**src/rtl/pwb_pkg.sv**
```systemverilog
`timescale 1ns/1ps
package pwb_pkg;
    typedef enum logic [1:0] {
        PS_IDLE = 2'd0,
        PS_FILL = 2'd1,
        PS_PROG = 2'd2
    } pwb_state_e;

    localparam int SINGLE_US   = 1000;
    localparam int PER_BYTE_US = 400;
endpackage

```
**src/rtl/pwb_wp_decode.sv**
```systemverilog
`timescale 1ns/1ps
module pwb_wp_decode #(
    parameter int ADDR_W     = 8,
    parameter int PROTECT_EN = 1
) (
    input  logic [ADDR_W-1:0] addr_i,
    input  logic              wp_i,
    output logic              prot_o
);
    generate
        if (PROTECT_EN != 0) begin : g_prot
            assign prot_o = wp_i & addr_i[ADDR_W-1];
        end else begin : g_noprot
            logic unused_w;
            assign unused_w = wp_i ^ (^addr_i);
            assign prot_o   = 1'b0;
        end
    endgenerate
endmodule

```
**src/rtl/pwb_prog_timer.sv**
```systemverilog
`timescale 1ns/1ps
module pwb_prog_timer #(
    parameter int DUR_W = 17
) (
    input  logic             clk,
    input  logic             rst_n,
    input  logic             load_i,
    input  logic [DUR_W-1:0] dur_i,
    output logic             done_o
);
    typedef struct packed {
        logic [DUR_W-1:0] rem;
    } tmr_t;

    tmr_t tmr_d, tmr_q;

    always_comb begin
        tmr_d = tmr_q;
        if (load_i) begin
            tmr_d.rem = dur_i - DUR_W'(1);
        end else if (tmr_q.rem != '0) begin
            tmr_d.rem = tmr_q.rem - DUR_W'(1);
        end
    end

    always_ff @(posedge clk or negedge rst_n) begin
        if (!rst_n) tmr_q <= '0;
        else        tmr_q <= tmr_d;
    end

    assign done_o = (tmr_q.rem == '0);

    AST_LOAD_ARMS: assert property (@(posedge clk) disable iff (!rst_n)
        (load_i && dur_i > DUR_W'(1)) |=> !done_o);
endmodule

```
**src/rtl/pwb_page_latch.sv**
```systemverilog
`timescale 1ns/1ps
module pwb_page_latch #(
    parameter int ADDR_W     = 8,
    parameter int PAGE_BYTES = 2,
    localparam int OFF_W     = $clog2(PAGE_BYTES),
    localparam int PG_W      = ADDR_W - OFF_W,
    localparam int CNT_W     = $clog2(PAGE_BYTES + 1)
) (
    input  logic              clk,
    input  logic              rst_n,
    input  logic              clr_i,
    input  logic              push_i,
    input  logic              first_i,
    input  logic              keep_i,
    input  logic [ADDR_W-1:0] addr_i,
    input  logic [7:0]        data_i,
    input  logic [OFF_W-1:0]  rd_slot_i,
    output logic [PG_W-1:0]   page_o,
    output logic [CNT_W-1:0]  count_o,
    output logic              rd_valid_o,
    output logic [7:0]        rd_data_o
);
    typedef struct packed {
        logic [PG_W-1:0]             page;
        logic [OFF_W-1:0]            ptr;
        logic [CNT_W-1:0]            count;
        logic [PAGE_BYTES-1:0]       valid;
        logic [PAGE_BYTES-1:0][7:0]  data;
    } lat_t;

    lat_t lat_d, lat_q;
    logic [OFF_W-1:0] slot;

    always_comb begin
        lat_d = lat_q;
        slot  = lat_q.ptr;
        if (clr_i) begin
            lat_d.valid = '0;
            lat_d.count = '0;
            lat_d.ptr   = '0;
        end else if (push_i) begin
            if (first_i) begin
                lat_d.valid = '0;
                lat_d.page  = addr_i[ADDR_W-1:OFF_W];
                slot        = addr_i[OFF_W-1:0];
                lat_d.count = CNT_W'(1);
            end else if (lat_q.count < CNT_W'(PAGE_BYTES)) begin
                lat_d.count = lat_q.count + CNT_W'(1);
            end
            if (keep_i) begin
                lat_d.data[slot]  = data_i;
                lat_d.valid[slot] = 1'b1;
            end
            lat_d.ptr = slot + OFF_W'(1);
        end
    end

    always_ff @(posedge clk or negedge rst_n) begin
        if (!rst_n) lat_q <= '0;
        else        lat_q <= lat_d;
    end

    assign page_o     = lat_q.page;
    assign count_o    = lat_q.count;
    assign rd_valid_o = lat_q.valid[rd_slot_i];
    assign rd_data_o  = lat_q.data[rd_slot_i];

    AST_COUNT_BOUND: assert property (@(posedge clk) disable iff (!rst_n)
        count_o <= CNT_W'(PAGE_BYTES));
    AST_PUSH_COUNTS: assert property (@(posedge clk) disable iff (!rst_n)
        (push_i && !first_i && !clr_i && count_o < CNT_W'(PAGE_BYTES))
        |=> count_o == $past(count_o) + CNT_W'(1));
endmodule

```
**src/rtl/pwb_seq_top.sv**
```systemverilog
`timescale 1ns/1ps
module pwb_seq_top
    import pwb_pkg::*;
#(
    parameter int ADDR_W     = 8,
    parameter int PAGE_BYTES = 2,
    parameter int PROTECT_EN = 1,
    parameter int CLK_KHZ    = 100000
) (
    input  logic              clk,
    input  logic              rst_n,
    input  logic              wr_stb_i,
    input  logic              wr_first_i,
    input  logic [ADDR_W-1:0] wr_addr_i,
    input  logic [7:0]        wr_data_i,
    input  logic              stop_i,
    input  logic              stop_partial_i,
    input  logic              wp_i,
    output logic              busy_o,
    output logic              mem_we_o,
    output logic [ADDR_W-1:0] mem_addr_o,
    output logic [7:0]        mem_wdata_o
);
    localparam int OFF_W    = $clog2(PAGE_BYTES);
    localparam int PG_W     = ADDR_W - OFF_W;
    localparam int CNT_W    = $clog2(PAGE_BYTES + 1);
    localparam int BYTE_CYC = CLK_KHZ * SINGLE_US / 1000;
    localparam int PAGE_CYC = CLK_KHZ * PER_BYTE_US / 1000;
    localparam int PAGE_MAX = PAGE_BYTES * PAGE_CYC;
    localparam int DUR_MAX  = (BYTE_CYC > PAGE_MAX) ? BYTE_CYC : PAGE_MAX;
    localparam int DUR_W    = $clog2(DUR_MAX + 1);

    typedef struct packed {
        pwb_state_e     state;
        logic           prot;
        logic [OFF_W:0] idx;
    } seq_t;

    seq_t seq_d, seq_q;

    logic             prot_now;
    logic             push;
    logic             first_eff;
    logic             keep;
    logic             clr;
    logic             load;
    logic             tmr_done;
    logic [DUR_W-1:0] dur;
    logic [PG_W-1:0]  page;
    logic [CNT_W-1:0] count;
    logic             rd_valid;
    logic [7:0]       rd_data;

    pwb_wp_decode #(
        .ADDR_W     (ADDR_W),
        .PROTECT_EN (PROTECT_EN)
    ) wp_i0 (
        .addr_i (wr_addr_i),
        .wp_i   (wp_i),
        .prot_o (prot_now)
    );

    pwb_page_latch #(
        .ADDR_W     (ADDR_W),
        .PAGE_BYTES (PAGE_BYTES)
    ) latch_i0 (
        .clk        (clk),
        .rst_n      (rst_n),
        .clr_i      (clr),
        .push_i     (push),
        .first_i    (first_eff),
        .keep_i     (keep),
        .addr_i     (wr_addr_i),
        .data_i     (wr_data_i),
        .rd_slot_i  (seq_q.idx[OFF_W-1:0]),
        .page_o     (page),
        .count_o    (count),
        .rd_valid_o (rd_valid),
        .rd_data_o  (rd_data)
    );

    pwb_prog_timer #(
        .DUR_W (DUR_W)
    ) tmr_i0 (
        .clk    (clk),
        .rst_n  (rst_n),
        .load_i (load),
        .dur_i  (dur),
        .done_o (tmr_done)
    );

    always_comb begin
        if (count == CNT_W'(1)) dur = DUR_W'(BYTE_CYC);
        else                    dur = DUR_W'(count) * DUR_W'(PAGE_CYC);
    end

    always_comb begin
        seq_d     = seq_q;
        push      = wr_stb_i && !stop_i && (seq_q.state != PS_PROG);
        first_eff = wr_first_i || (seq_q.state == PS_IDLE);
        keep      = first_eff ? !prot_now : !seq_q.prot;
        clr       = 1'b0;
        load      = 1'b0;
        if (push && first_eff) begin
            seq_d.prot = prot_now;
        end
        case (seq_q.state)
            PS_IDLE: begin
                if (push) seq_d.state = PS_FILL;
            end
            PS_FILL: begin
                if (stop_i) begin
                    if (stop_partial_i) begin
                        clr         = 1'b1;
                        seq_d.state = PS_IDLE;
                    end else begin
                        load        = 1'b1;
                        seq_d.idx   = '0;
                        seq_d.state = PS_PROG;
                    end
                end
            end
            PS_PROG: begin
                if (seq_q.idx < (OFF_W+1)'(PAGE_BYTES)) begin
                    seq_d.idx = seq_q.idx + (OFF_W+1)'(1);
                end
                if (tmr_done) begin
                    clr         = 1'b1;
                    seq_d.state = PS_IDLE;
                end
            end
            default: seq_d.state = PS_IDLE;
        endcase
    end

    always_ff @(posedge clk or negedge rst_n) begin
        if (!rst_n) seq_q <= '{state: PS_IDLE, prot: 1'b0, idx: '0};
        else        seq_q <= seq_d;
    end

    assign busy_o      = (seq_q.state == PS_PROG);
    assign mem_we_o    = busy_o && (seq_q.idx < (OFF_W+1)'(PAGE_BYTES))
                         && rd_valid && !seq_q.prot;
    assign mem_addr_o  = {page, seq_q.idx[OFF_W-1:0]};
    assign mem_wdata_o = rd_data;

    AST_BUSY_AFTER_STOP: assert property (@(posedge clk) disable iff (!rst_n)
        $rose(busy_o) |-> $past(stop_i));
    AST_PARTIAL_DISCARD: assert property (@(posedge clk) disable iff (!rst_n)
        (stop_i && stop_partial_i && !busy_o) |=> !busy_o);
    AST_EMPTY_STOP: assert property (@(posedge clk) disable iff (!rst_n)
        (stop_i && count == '0 && !busy_o) |=> !busy_o);
    AST_BUSY_IGNORES: assert property (@(posedge clk) disable iff (!rst_n)
        (busy_o && wr_stb_i && !tmr_done) |=> $stable(count));
    AST_WE_IN_LATCHED: assert property (@(posedge clk) disable iff (!rst_n)
        mem_we_o |-> count != '0);
endmodule

```
**config.mk**
```make
export PLATFORM = sky130hd
export DESIGN_NAME = pwb_seq_top
export DESIGN_NICKNAME = d
export VERILOG_FILES = /design/src/rtl/pwb_pkg.sv /design/src/rtl/pwb_wp_decode.sv /design/src/rtl/pwb_prog_timer.sv /design/src/rtl/pwb_page_latch.sv /design/src/rtl/pwb_seq_top.sv
export SDC_FILE = /design/constraint.sdc
export NUM_CORES = 1
export LEC_CHECK = 0
export BUFFER_PORTS_ARGS = -buffer_cell sky130_fd_sc_hd__clkbuf_2
export CORE_MARGIN = 10
export CORE_UTILIZATION = 59
export CTS_BUF_LIST = sky130_fd_sc_hd__clkbuf_2 sky130_fd_sc_hd__clkbuf_4 sky130_fd_sc_hd__clkbuf_8
export CTS_CLUSTER_SIZE = 8
export DETAILED_ROUTE_END_ITERATION = 8
export HOLD_SLACK_MARGIN = 0.08
export PLACE_DENSITY = 0.92
export SLEW_MARGIN = 10
export SYNTH_ARGS = -nofsm -noshare
export SYNTH_HDL_FRONTEND = slang
export SYNTH_SLANG_ARGS = --single-unit
```
**constraint.sdc**
```tcl
create_clock -name clk -period 4.2 [get_ports clk]
set_input_delay 0.21 -clock clk [delete_from_list [all_inputs] [get_ports clk]]
set_output_delay 0.21 -clock clk [all_outputs]
set_load 0.1 [all_outputs]
```
==> results by group, run 1 <==
Critical path
  • Most used cell, CP: ha_1
  • Critical path launch point: seq_q[4]
  • Crit-path cells: inv_1, ha_1, nand3b_1, nand2_1, ha_1, or4b_1, o32ai_2, o211ai_1, a311o_1
  • CP Data Required Time: 4400 ps
  • Critical R2R Capture: tmr_i0.tmr_q[14]
  • RR Startpoint: seq_q[4]
  • Max incr delay on CP: 480 ps
  • CP Launch Type: flip-flop
  • CP arrival: 3380 ps
  • CP Max Fanout: 10
  • R2R setup slack: 1020 ps
  • Slowest CP cell: or4b_1
  • Cells on worst reg2reg path: 9
  • Crit path capture type: flip-flop
  • Crit path kind: reg -> reg

Timing
  • Fin. max-slew vios: 0
  • Period utilization: 0.7580
  • Final Hold Viols: 0
  • Final setup TNS: 0 ps
  • Layout Skew: 7.521 ps
  • Final setup violation count: 0
  • Worst setup margin: 1016 ps
  • RSZ-0062 raised after global routing: no
  • Worst Tran Pin Value: 683.5 ps
  • Final worst path period need: 3184 ps
  • Highest achievable clock rate: 0.3141 GHz
  • Max_slew headroom: 0.5408

Min path
  • Hold Path Sink: latch_i0.page_o[0]
  • Min-Delay Startpoint: wr_addr_i[1]
  • Hold depth: 3
  • Worst hold path class: in -> reg

Detailed routing
  • ANT nets after route: 0
  • Detailed Routing Iterations Pass 1: 4
  • Routed len/inst: 17.20 um
  • Via count: 2234
  • Starting DRC count in detailed routing: 125
  • Final WL: 6.311 mm
  • Drt drc: 0
  • Via/cell ratio: 6.087

Global routing
  • Vias in the first global route: 2198
  • Largest net degree at the start of global routing: 51
  • First-pass GRT wire length: 10.67 mm
  • Antenna violations before repair: 0
  • GR Util All Layers: 0.1686
  • GRT Residual Overflow: 0

Final layout
  • Share of cells above drive strength 1: 0.2716
  • Area Overhead vs Synth: 10.14%
  • Final Non-Filler Cells: 367
  • Sequential Area: 0.001251 mm^2
  • Area occupied by multi-input gates: 0.001428 mm^2
  • Fill count: 362
  • Nets: 344
  • ANT cells: 0

Job
  • Total of max-cap violations: 0

Power and ir drop
  • Sequential power share: 0.325
  • Pwr/cell area: 866.5 mW/mm^2
  • VDD IR max: 0.8170 mV
  • Clk pwr share: 0.108
  • Sw Ratio: 0.5354
  • Internal power: 1.247 mW
  • LEAKAGE: 1.404 nW
  • Switching power: 1.437 mW
  • Combinational power share: 0.568

Synthesis
  • #FFs+latches synth: 50
  • Main synth FF type: dfrtp_1
  • Post-synth EDFFs: 0
  • Largest cells by area after synthesis: dfrtp_1, mux2_2, nand2_1, ha_1, o21ai_0
  • Most frequent cell after synthesis: dfrtp_1
  • Syn Nets: 311
  • Area share of the largest cell type after synthesis: 0.4448
  • Cells after Synth: 280
  • Post-synthesis sequential area ratio: 0.4448
  • Syn avg cell area: 10.05 um^2
  • Post-synth top area cell: dfrtp_1
  • Post-synth ARST share: 1.000
  • Post-synth top cells: dfrtp_1, nand2_1, mux2_2
  • Cell area after synthesis: 0.002813 mm^2
  • Synth unique cells: 53
  • Ys Warns: 0

Die
  • Core ar.: 0.004661 mm^2
  • Site Rows: 25
  • Die Y: 89.05 um
  • Die area: 0.007929 mm^2
  • Chip Width: 89.05 um
  • I/O Pins: 41
  • Starting density of the core: 0.6035

Clocking
  • Worst-Skew Late Latency: 310 ps
  • TritonCTS buffer count: 5
  • H-tree Lvls: 2
  • Post-CTS resize count: 0
  • Clk sinks: 50
  • CTS tree: yes
  • CTS Root Cell: clkbuf_8
  • Clock Tree Buf Depth: 2
  • Clock transition at path regs: 100 ps

Placed design
  • PortBufs: 40
  • DP HPWL: 4.572 mm
  • DP Cell Count: 358
  • Dpl ws: 1085 ps
  • Routability cong.: 0.9070

Status
  • Status: finished, final reports clean
## stage by stage
step                power (mW)  hold WS, ps  cell area [um^2]  utilization
finish                   2.685        88.23              3098       0.6647
global route             2.844        96.13              3098       0.6647
CTS                      2.689        84.07              3098       0.6647
detailed placement       2.399        350.0              2992       0.6419
global placement         2.345        348.2              2992       0.6419
floorplan                2.172       -85.59              2813            -
## area by class of cell
class                           count  share of cell area
Clock buffer                        5             0.02221
Clock inverter                      2            0.005654
Inverter                            6            0.007270
Multi-Input combinational cell    205              0.4608
Sequential cell                    50              0.4039
Tap cell                           54             0.02181
Timing Repair Buffer               45             0.07835
## critical path: cells and delay by family, from the launching register on
family,cells,cell delay (ps)
buffers and inverters,1,100
adder cells (fa/ha/maj),2,590
AND/OR/NAND/NOR,3,940
flip-flops,1,390
AO/OA/AOI/OAI,3,1060
## power groups by stage
stage	registers [mW]	clock network (mW)	logic, mW
after global routing	0.902	0.312	1.63
after global placement	0.860	0	1.49
final	0.871	0.289	1.52
after CTS	0.869	0.292	1.53
after floorplan	0.817	0	1.35
after detailed placement	0.878	0	1.52
## worst max path at each step
stage	to	slack [ps]	depth (start not counted)
after floorplan	mem_we_o	240	5
after global placement	tmr_i0.tmr_q[14]	1200	9
after detailed placement	tmr_i0.tmr_q[14]	1080	9
after CTS	tmr_i0.tmr_q[14]	1070	9
after global routing	tmr_i0.tmr_q[14]	740	9
final	tmr_i0.tmr_q[14]	1020	9
## layer usage
layer	up-vias	GRT usage	wire length [um]	share of wire
li1	1066	-	-	-
met1	1073	0.2215	2684	0.43
met2	85	0.2653	3055	0.48
met3	10	0.04649	476	0.075
met4	0	0.04913	95	0.015
met5	-	0	0	0
## logic make-up (layout without fill, tap and decap cells)
group                    count (synthesis)  count (layout)  share of synthesized area
flip-flops                              50              50                     0.4448
buffers and inverters                   25              58                    0.04760
multiplexers                            31              31                     0.1214
AND/OR/NAND/NOR                         95              95                     0.1735
adder cells (fa/ha/maj)                  8               8                    0.03559
XOR/XNOR                                10              10                    0.03114
AO/OA/AOI/OAI                           61              61                     0.1459
## timing repair
item                      CTS  global route
hold buffers                2             0
hold endpoints to repair   51             0
setup buffers               0             0
## layout by cell type, fill, tap and decap left out, drive strengths merged, types with 4 or more instances in the layout
cell type	n
dfrtp	50
clkbuf	45
nand2	42
mux2	25
o21ai	20
a21oi	13
nor2	13
nor3	8
ha	8
inv	8
xnor2	7
mux2i	6
or3	5
nand2b	4
nand3	4
o211ai	4
(Power assumes the default switching activity.)
==> run 2, diff against run 1 <==
--- a/config.mk
+++ b/config.mk
@@ -5,14 +5,15 @@
 export SDC_FILE = /design/constraint.sdc
 export NUM_CORES = 1
 export LEC_CHECK = 0
+export ABC_AREA = 1
 export BUFFER_PORTS_ARGS = -buffer_cell sky130_fd_sc_hd__clkbuf_2
 export CORE_MARGIN = 10
-export CORE_UTILIZATION = 59
+export CORE_UTILIZATION = 53
 export CTS_BUF_LIST = sky130_fd_sc_hd__clkbuf_2 sky130_fd_sc_hd__clkbuf_4 sky130_fd_sc_hd__clkbuf_8
 export CTS_CLUSTER_SIZE = 8
 export DETAILED_ROUTE_END_ITERATION = 8
 export HOLD_SLACK_MARGIN = 0.08
-export PLACE_DENSITY = 0.92
+export PLACE_DENSITY = 0.88
 export SLEW_MARGIN = 10
 export SYNTH_ARGS = -nofsm -noshare
 export SYNTH_HDL_FRONTEND = slang
==> constraint.sdc (replaced) <==
create_clock -name clk -period 2.7 [get_ports clk]
set_input_delay 0.135 -clock clk [delete_from_list [all_inputs] [get_ports clk]]
set_output_delay 0.135 -clock clk [all_outputs]
set_load 0.1 [all_outputs]
==> run 2 against run 1 <==
- utilization shrank 2.8 points
- non-clock buffer count grew 13
- setup slack lost 600 ps
- synthesized cell count grew 30%
- clock skew shrank 1.0 ps
- final cell count grew 32%
- sequential share of layout area shrank 1.9 points
- sequential power grew 49%
- clock-buffer cell count is the same
- final area grew 4.9%
- area after synthesis shrank 0.62%
- critical path type unchanged
==> results by group, run 2 <==
Status
  • Status: finished, final reports clean

Global routing
  • GR Util All Layers: 0.1523 (-0.01626)
  • First-pass GRT wire length: 11.01 mm (+3.2%)
  • GRT Residual Overflow: 0 (unchanged)
  • Vias in the first global route: 2478 (+13%)
  • Antenna violations before repair: 0 (unchanged)
  • Largest net degree at the start of global routing: 37 (-27%)

Die
  • I/O Pins: 41 (unchanged)
  • Die Y: 92.62 um (+4.0%)
  • Starting density of the core: 0.5473 (-0.05621)
  • Die area: 0.008578 mm^2 (+8.2%)
  • Core ar.: 0.005107 mm^2 (+9.6%)
  • Chip Width: 92.62 um (+4.0%)
  • Site Rows: 26 (+4.0%)

Detailed routing
  • Starting DRC count in detailed routing: 109 (-13%)
  • Routed len/inst: 13.14 um (-24%)
  • Via count: 2407 (+7.7%)
  • Detailed Routing Iterations Pass 1: 4 (unchanged)
  • Via/cell ratio: 4.953 (-19%)
  • Final WL: 6.384 mm (+1.2%)
  • ANT nets after route: 0 (unchanged)
  • Drt drc: 0 (unchanged)

Critical path
  • CP Data Required Time: 2880 ps (-1520 ps)
  • Slowest CP cell: dfrtp_1
  • CP arrival: 2460 ps (-920 ps)
  • Crit path buf inv count: 2 (+1)
  • Crit path kind: reg -> reg
  • Crit path capture type: flip-flop
  • Max incr delay on CP: 410 ps (-70 ps)
  • Crit-path cells: inv_1, ha_2, nand3_4, nand2_1, ha_1, inv_1, a21oi_2, nand3_1, nor2_2, nand3_1, nand2_1, nor2_1
  • CP Launch Type: flip-flop
  • Delay-heaviest family, CP: simple AND/OR/NAND/NOR gates
  • CP Max Fanout: 17 (+7)

Final layout
  • Area Overhead vs Synth: 16.29%
  • Nets: 446 (+30%)
  • ANT cells: 0 (unchanged)
  • Share of cells above drive strength 1: 0.1851 (-0.08647)
  • Most frequent cells in the layout: nand2_1, dfrtp_1, inv_1, clkbuf_2, nor2_1
  • Commonest non-fill, non-tap cell in the layout: nand2_1

Synthesis
  • #FFs+latches synth: 50 (unchanged)
  • Post-synth EDFFs: 0 (unchanged)
  • Syn avg cell area: 7.658 um^2 (-24%)
  • Post-synth ARST share: 1.000 (unchanged)
  • Cell area after synthesis: 0.002795 mm^2 (-0.62%)
  • Compound-Gate Fraction of Synth Area: 0.08281 (-0.06310)
  • Post-synth top area cell: dfrtp_1
  • Syn Nets: 396 (+27%)
  • Area share of the largest cell type after synthesis: 0.4476 (+0.002788)
  • Adder-cell share of the synthesized area: 0.03581 (+0.0002230)
  • Cells after Synth: 365 (+30%)
  • Largest family of logic cells by synthesized area: simple AND/OR/NAND/NOR gates
  • Synth unique cells: 32 (-40%)
  • Post-synthesis simple-gate area fraction: 0.2950 (+0.1215)
  • Post-synthesis sequential area ratio: 0.4476 (+0.002788)
  • Largest cells by area after synthesis: dfrtp_1, nand2_1, inv_1, nor2_1, o21ai_0
  • Post-synth top cells: nand2_1, dfrtp_1, inv_1
  • XOR/XNOR Fraction of Synth Area: 0.009400 (-0.02174)
  • Ys Warns: 0 (unchanged)
  • Main synth FF type: dfrtp_1
  • Multiplexer share of the synthesized area: 0.03178 (-0.08966)
  • Most frequent cell after synthesis: nand2_1

Clocking
  • Clock transition at path regs: 100 ps (about the same)
  • TritonCTS buffer count: 5 (unchanged)
  • H-tree Lvls: 2 (unchanged)
  • Worst-Skew Late Latency: 300 ps (about the same)
  • Clock Tree Buf Depth: 2 (unchanged)
  • Clk sinks: 50 (unchanged)
  • CTS tree: yes
  • CTS Root Cell: clkbuf_8
  • Post-CTS Setup Repair Bufs: 0 (unchanged)

Timing
  • Fin. max-slew vios: 0 (unchanged)
  • Final setup TNS: 0 ps (unchanged)
  • Highest achievable clock rate: 0.4379 GHz (+39%)
  • Hold_ws: 130.2 ps (+42.01 ps)
  • Layout Skew: 6.503 ps (-1.018 ps)
  • Worst Tran Pin Value: 906.8 ps (+223.2 ps)
  • Final Hold Viols: 0 (unchanged)
  • Final setup violation count: 0 (unchanged)
  • Final worst path period need: 2284 ps (-900.2 ps)
  • RSZ-0062 raised after global routing: no
  • Worst setup margin: 416.5 ps (-599.8 ps)
  • Period utilization: 0.8457 (+0.08771)
  • Max_slew headroom: 0.3955 (-0.1453)

Min path
  • Worst hold path class: in -> reg

Power and ir drop
  • Pwr/cell area: 1280 mW/mm^2 (+48%)
  • LEAKAGE: 1.754 nW (+25%)
  • VDD IR max: 0.9340 mV (+14%)

Placed design
  • Routability cong.: 0.9135 (+0.72%)
  • DP HPWL: 4.610 mm (+0.82%)
  • PortBufs: 40 (unchanged)
  • Dpl ws: 346.0 ps (-738.6 ps)

Job
  • Total of max-cap violations: 0 (unchanged)
[run 2: changes by cell type after synthesis, sizes merged, moves of 8 or more]
cell,before,now
o21ai,20,28
nor2,13,46
inv,6,44
nand2,42,118
nor3,8,0
mux2,25,7
nand3,4,22
[run 2: through the flow]
step                power [mW]  std cells    util  instance area, um^2
floorplan                3.352        365       -                 2798
global placement         3.626        462  0.5867                 2997
detailed placement       3.693        462  0.5867                 2997
CTS                      4.175        486  0.6360                 3248
global route             4.491        486  0.6365                 3251
finish                   4.160        486  0.6365                 3251
[run 2: power breakdown]
part | switching [mW] | internal (mW)
registers | 0.214 | 1.09
logic | 1.82 | 0.589
clock network | 0.266 | 0.188
total | 2.30 | 1.86
[run 2: area by class of cell]
class / count / area (um^2)
tap: 70 / 87.58
timing repair buffer: 58 / 375.4
sequential: 50 / 1251
clock inverter: 3 / 22.52
inverter: 45 / 168.9
multi-input combinational: 255 / 1276
clock buffer: 5 / 68.82
fill: 442 / 1857
[run 2: worst reg2reg max path, cell delays in order (launching register included)]
cell and delay [ps]:
dfrtp_1 410, inv_1 90, ha_2 280, nand3_4 220, nand2_1 150, ha_1 180, inv_1 50, a21oi_2 140
nand3_1 200, nor2_2 220, nand3_1 100, nand2_1 80, nor2_1 40
[run 2: path summary, 6_finish.rpt]
| path | from | to | slack, ps | cells after the start |
|---|---|---|---|---|
| min in group asynchronous | rst_n | tmr_i0.tmr_q[14] | 480 | 2 |
| max reg2reg | seq_q[4] | tmr_i0.tmr_q[12] | 420 | 12 |
| max | seq_q[4] | tmr_i0.tmr_q[12] | 420 | 12 |
| min reg2reg | flip-flop | flip-flop | 500 | 2 |
| max in group asynchronous | rst_n | asynchronous set/reset pin | 1540 | 3 |
| min | wp_i | seq_q[2] | 130 | 3 |
[run 2: what timing repair did]
action / in CTS / in global routing
gates resized for setup: 0 / 1
hold buffers: 16 / 0
hold endpoints to repair: 55 / 0
endpoints found under the setup margin: 0 / 2
[run 2: metal layers]
layer  share of wire  up-vias  track usage
li1                -     1235            -
met1            0.42     1110       0.1722
met2            0.51       56       0.2706
met3           0.059        6      0.04681
met4          0.0066        0      0.04242
met5               0        -            0
[run 2: cells by family (layout without fill, tap and decap cells)]
group	after synthesis	after routing
xor+xnor	3	3
mux	8	8
simple gates	193	193
fa+ha+maj	8	8
buf+inv	60	111
compound gates	43	43
flops	50	50
==> run 3, diff against run 2 <==
--- a/config.mk
+++ b/config.mk
@@ -8,12 +8,12 @@
 export ABC_AREA = 1
 export BUFFER_PORTS_ARGS = -buffer_cell sky130_fd_sc_hd__clkbuf_2
 export CORE_MARGIN = 10
-export CORE_UTILIZATION = 53
+export CORE_UTILIZATION = 59
 export CTS_BUF_LIST = sky130_fd_sc_hd__clkbuf_2 sky130_fd_sc_hd__clkbuf_4 sky130_fd_sc_hd__clkbuf_8
 export CTS_CLUSTER_SIZE = 8
 export DETAILED_ROUTE_END_ITERATION = 8
 export HOLD_SLACK_MARGIN = 0.08
-export PLACE_DENSITY = 0.88
+export PLACE_DENSITY = 0.92
 export SLEW_MARGIN = 10
 export SYNTH_ARGS = -nofsm -noshare
 export SYNTH_HDL_FRONTEND = slang
==> constraint.sdc (replaced) <==
create_clock -name clk -period 2.23 [get_ports clk]
set_input_delay 0.1115 -clock clk [delete_from_list [all_inputs] [get_ports clk]]
set_output_delay 0.1115 -clock clk [all_outputs]
set_load 0.1 [all_outputs]
==> run 3 against run 2 <==
- total power rose by 25%
- via count is 8.8% higher
- clock-buffer cell count up 1
- maximum frequency increased by 9.1%
- sequential cell count did not move
- utilization up 9.8 points
- sequential share of layout area decreased by 0.41 points
- worst hold slack worse by 39 ps
- global-route usage is 4.0 points higher
- clock skew grew 5.2 ps
- combinational power rose by 26%
- critical path type unchanged
==> results by group, run 3 (synthesis gave the netlist of run 2 again) <==
Die
  • Chip Width: 88.83 um (-4.1%)
  • Site Rows: 24 (-7.7%)
  • Die Y: 88.83 um (-4.1%)
  • Starting density of the core: 0.6247 (+0.07744)
  • Core ar.: 0.004474 mm^2 (-12%)
  • Die area: 0.007891 mm^2 (-8.0%)
  • I/O Pins: 41 (unchanged)

Critical path
  • Crit path depth: 12 (unchanged)
  • Crit path kind: reg -> reg
  • Critical R2R Capture: tmr_i0.tmr_q[14]
  • CP arrival: 2300 ps (-160 ps)
  • Max incr delay on CP: 410 ps (about the same)
  • R2R setup slack: 140 ps (-280 ps)
  • Cells on worst reg2reg path: 12 (unchanged)
  • Most used cell, CP: nor2_1
  • CP Launch Type: flip-flop
  • CP Data Required Time: 2430 ps (-450 ps)
  • CP Max Fanout: 8 (-9)
  • Crit path capture type: flip-flop
  • Crit path buf inv count: 2 (unchanged)
  • Delay-heaviest family, CP: simple AND/OR/NAND/NOR gates
  • Slowest CP cell: dfrtp_1
  • Crit-path cells: inv_1, ha_1, buf_4, nand2_2, nor2_4, nor2_1, nor2_1, nand2_1, nor2_1, nand3_1, nand2_1, nor2_1
  • RR Startpoint: seq_q[4]

Timing
  • Worst Tran Pin Value: 650.5 ps (-256.2 ps)
  • Final worst path period need: 2093 ps (-190.6 ps)
  • Final setup violation count: 0 (unchanged)
  • Highest achievable clock rate: 0.4778 GHz (+9.1%)
  • Max_slew headroom: 0.5663 (+0.1708)
  • RSZ-0062 raised after global routing: no
  • Layout Skew: 11.71 ps (+5.208 ps)
  • Fin. max-slew vios: 0 (unchanged)
  • Hold_ws: 91.02 ps (-39.22 ps)
  • Period utilization: 0.9385 (+0.09278)
  • Worst setup margin: 137.1 ps (-279.4 ps)
  • Final Hold Viols: 0 (unchanged)
  • Final setup TNS: 0 ps (unchanged)

Global routing
  • GRT Residual Overflow: 0 (unchanged)
  • Vias in the first global route: 2646 (+6.8%)
  • First-pass GRT wire length: 12.08 mm (+9.7%)
  • GR Util All Layers: 0.1926 (+0.04026)
  • Antenna violations before repair: 0 (unchanged)
  • Largest net degree at the start of global routing: 27 (-27%)

Power and ir drop
  • Switching power: 2.898 mW (+26%)
  • Sw Ratio: 0.5568 (+0.004948)
  • Combinational power share: 0.582 (+0.004)
  • VDD IR max: 1.328 mV (+42%)
  • Internal power: 2.306 mW (+24%)
  • LEAKAGE: 1.768 nW (+0.75%)
  • Sequential power share: 0.306 (-0.007)
  • Clk pwr share: 0.112 (+0.003)
  • Pwr/cell area: 1584 mW/mm^2 (+24%)

Detailed routing
  • Drt drc: 0 (unchanged)
  • Detailed Routing Iterations Pass 1: 4 (unchanged)
  • Via/cell ratio: 5.558 (+12%)
  • Via count: 2618 (+8.8%)
  • Routed len/inst: 15.23 um (+16%)
  • ANT nets after route: 0 (unchanged)
  • Starting DRC count in detailed routing: 242 (+120%)
  • Final WL: 7.171 mm (+12%)

Placed design
  • Dpl ws: 145.1 ps (-200.8 ps)
  • DP HPWL: 4.520 mm (-1.9%)
  • DP Cell Count: 446 (-3.5%)
  • Post-Place Cell Area: 0.002997 mm^2 (unchanged)
  • PortBufs: 40 (unchanged)
  • Routability cong.: 0.9469 (+3.7%)

Clocking
  • TritonCTS buffer count: 5 (unchanged)
  • Clock Tree Buf Depth: 2 (unchanged)
  • Worst-Skew Late Latency: 310 ps (about the same)
  • CTS Root Cell: clkbuf_8
  • Clk sinks: 50 (unchanged)
  • H-tree Lvls: 2 (unchanged)
  • Post-CTS Setup Repair Bufs: 0 (unchanged)
  • CTS tree: yes
  • Clock transition at path regs: 100 ps (about the same)

Min path
  • Worst hold path class: in -> reg
  • Hold depth: 4 (+1)
  • Hold Path Sink: latch_i0.count_o[1]
  • Min-Delay Startpoint: wr_first_i

Final layout
  • Final instance area: 0.003286 mm^2 (+1.1%)
  • Nets: 449 (+0.67%)
  • Area Overhead vs Synth: 17.55%
  • Commonest non-fill, non-tap cell in the layout: nand2_1
  • Fill count: 288 (-35%)
  • ANT cells: 0 (unchanged)
  • Share of cells above drive strength 1: 0.1957 (+0.01061)
  • Final Non-Filler Cells: 471 (-3.1%)
  • Area occupied by multi-input gates: 0.001299 mm^2 (+1.8%)
  • Most frequent cells in the layout: nand2_1, dfrtp_1, inv_1, clkbuf_2, nor2_1
  • Sequential Area: 0.001251 mm^2 (unchanged)

Status
  • Status: finished, final reports clean

Job
  • Total of max-cap violations: 0 (unchanged)
==> run 3: cell count changes in the layout (fill, tap and decap cells not counted), sizes merged <==
cell         before  now
buf               2    4
inv              46   45
clkbuf           45   46
clkinvlp          0    1
clkinv            2    1
dlygate4sd3      16   17
==> run 3: per-layer routing <==
layer / track usage / routed length, um / vias up
li1: - / - / 1238
met1: 0.2248 / 2858 / 1240
met2: 0.3291 / 3702 / 119
met3: 0.04963 / 454 / 21
met4: 0.07783 / 156 / 0
met5: 0 / 0 / -
==> run 3: worst max-delay path by stage <==
stage                        start  slack, ps                 end
after floorplan           seq_q[3]         90  latch_i0.page_o[0]
after global placement    seq_q[3]        260           flip-flop
after detailed placement  seq_q[4]        150    tmr_i0.tmr_q[12]
after CTS                 seq_q[3]         60            mem_we_o
after global routing      seq_q[4]          4    tmr_i0.tmr_q[14]
final                     seq_q[4]        140    tmr_i0.tmr_q[14]
==> run 3: power groups by stage <==
stage | logic [mW] | clock network (mW) | registers (mW)
finish | 3.03 | 0.583 | 1.59
global route | 3.30 | 0.635 | 1.63
CTS | 2.95 | 0.577 | 1.56
detailed placement | 2.91 | 0 | 1.58
global placement | 2.84 | 0 | 1.56
floorplan | 2.55 | 0 | 1.51
==> run 3: tightest hold or removal path, delay by kind of cell <==
kind | cells | cell delay (ps)
simple gates | 2 | 110
compound gates | 1 | 70
buf+inv | 1 | 90
==> run 3: cell type report <==
type	instances	share of cell area
Multi-Input combinational cell	255	0.3953
Timing Repair Buffer	61	0.1226
Tap cell	52	0.01980
Sequential cell	50	0.3808
Clock inverter	2	0.004950
Clock buffer	6	0.02513
Inverter	45	0.05141
==> run 3: timing repair <==
item | 4_1_cts | 5_1_grt
setup endpoints to repair | 0 | 13
gates resized for setup | 0 | 7
endpoints found under the hold margin | 48 | 0
hold buffers | 17 | 0
==> run 3: stage by stage <==
step / utilization / power [mW]
detailed placement: 0.6697 / 4.488
finish: 0.7343 / 5.204
CTS: 0.7299 / 5.087
global route: 0.7343 / 5.564
floorplan: - / 4.063
global placement: 0.6697 / 4.393
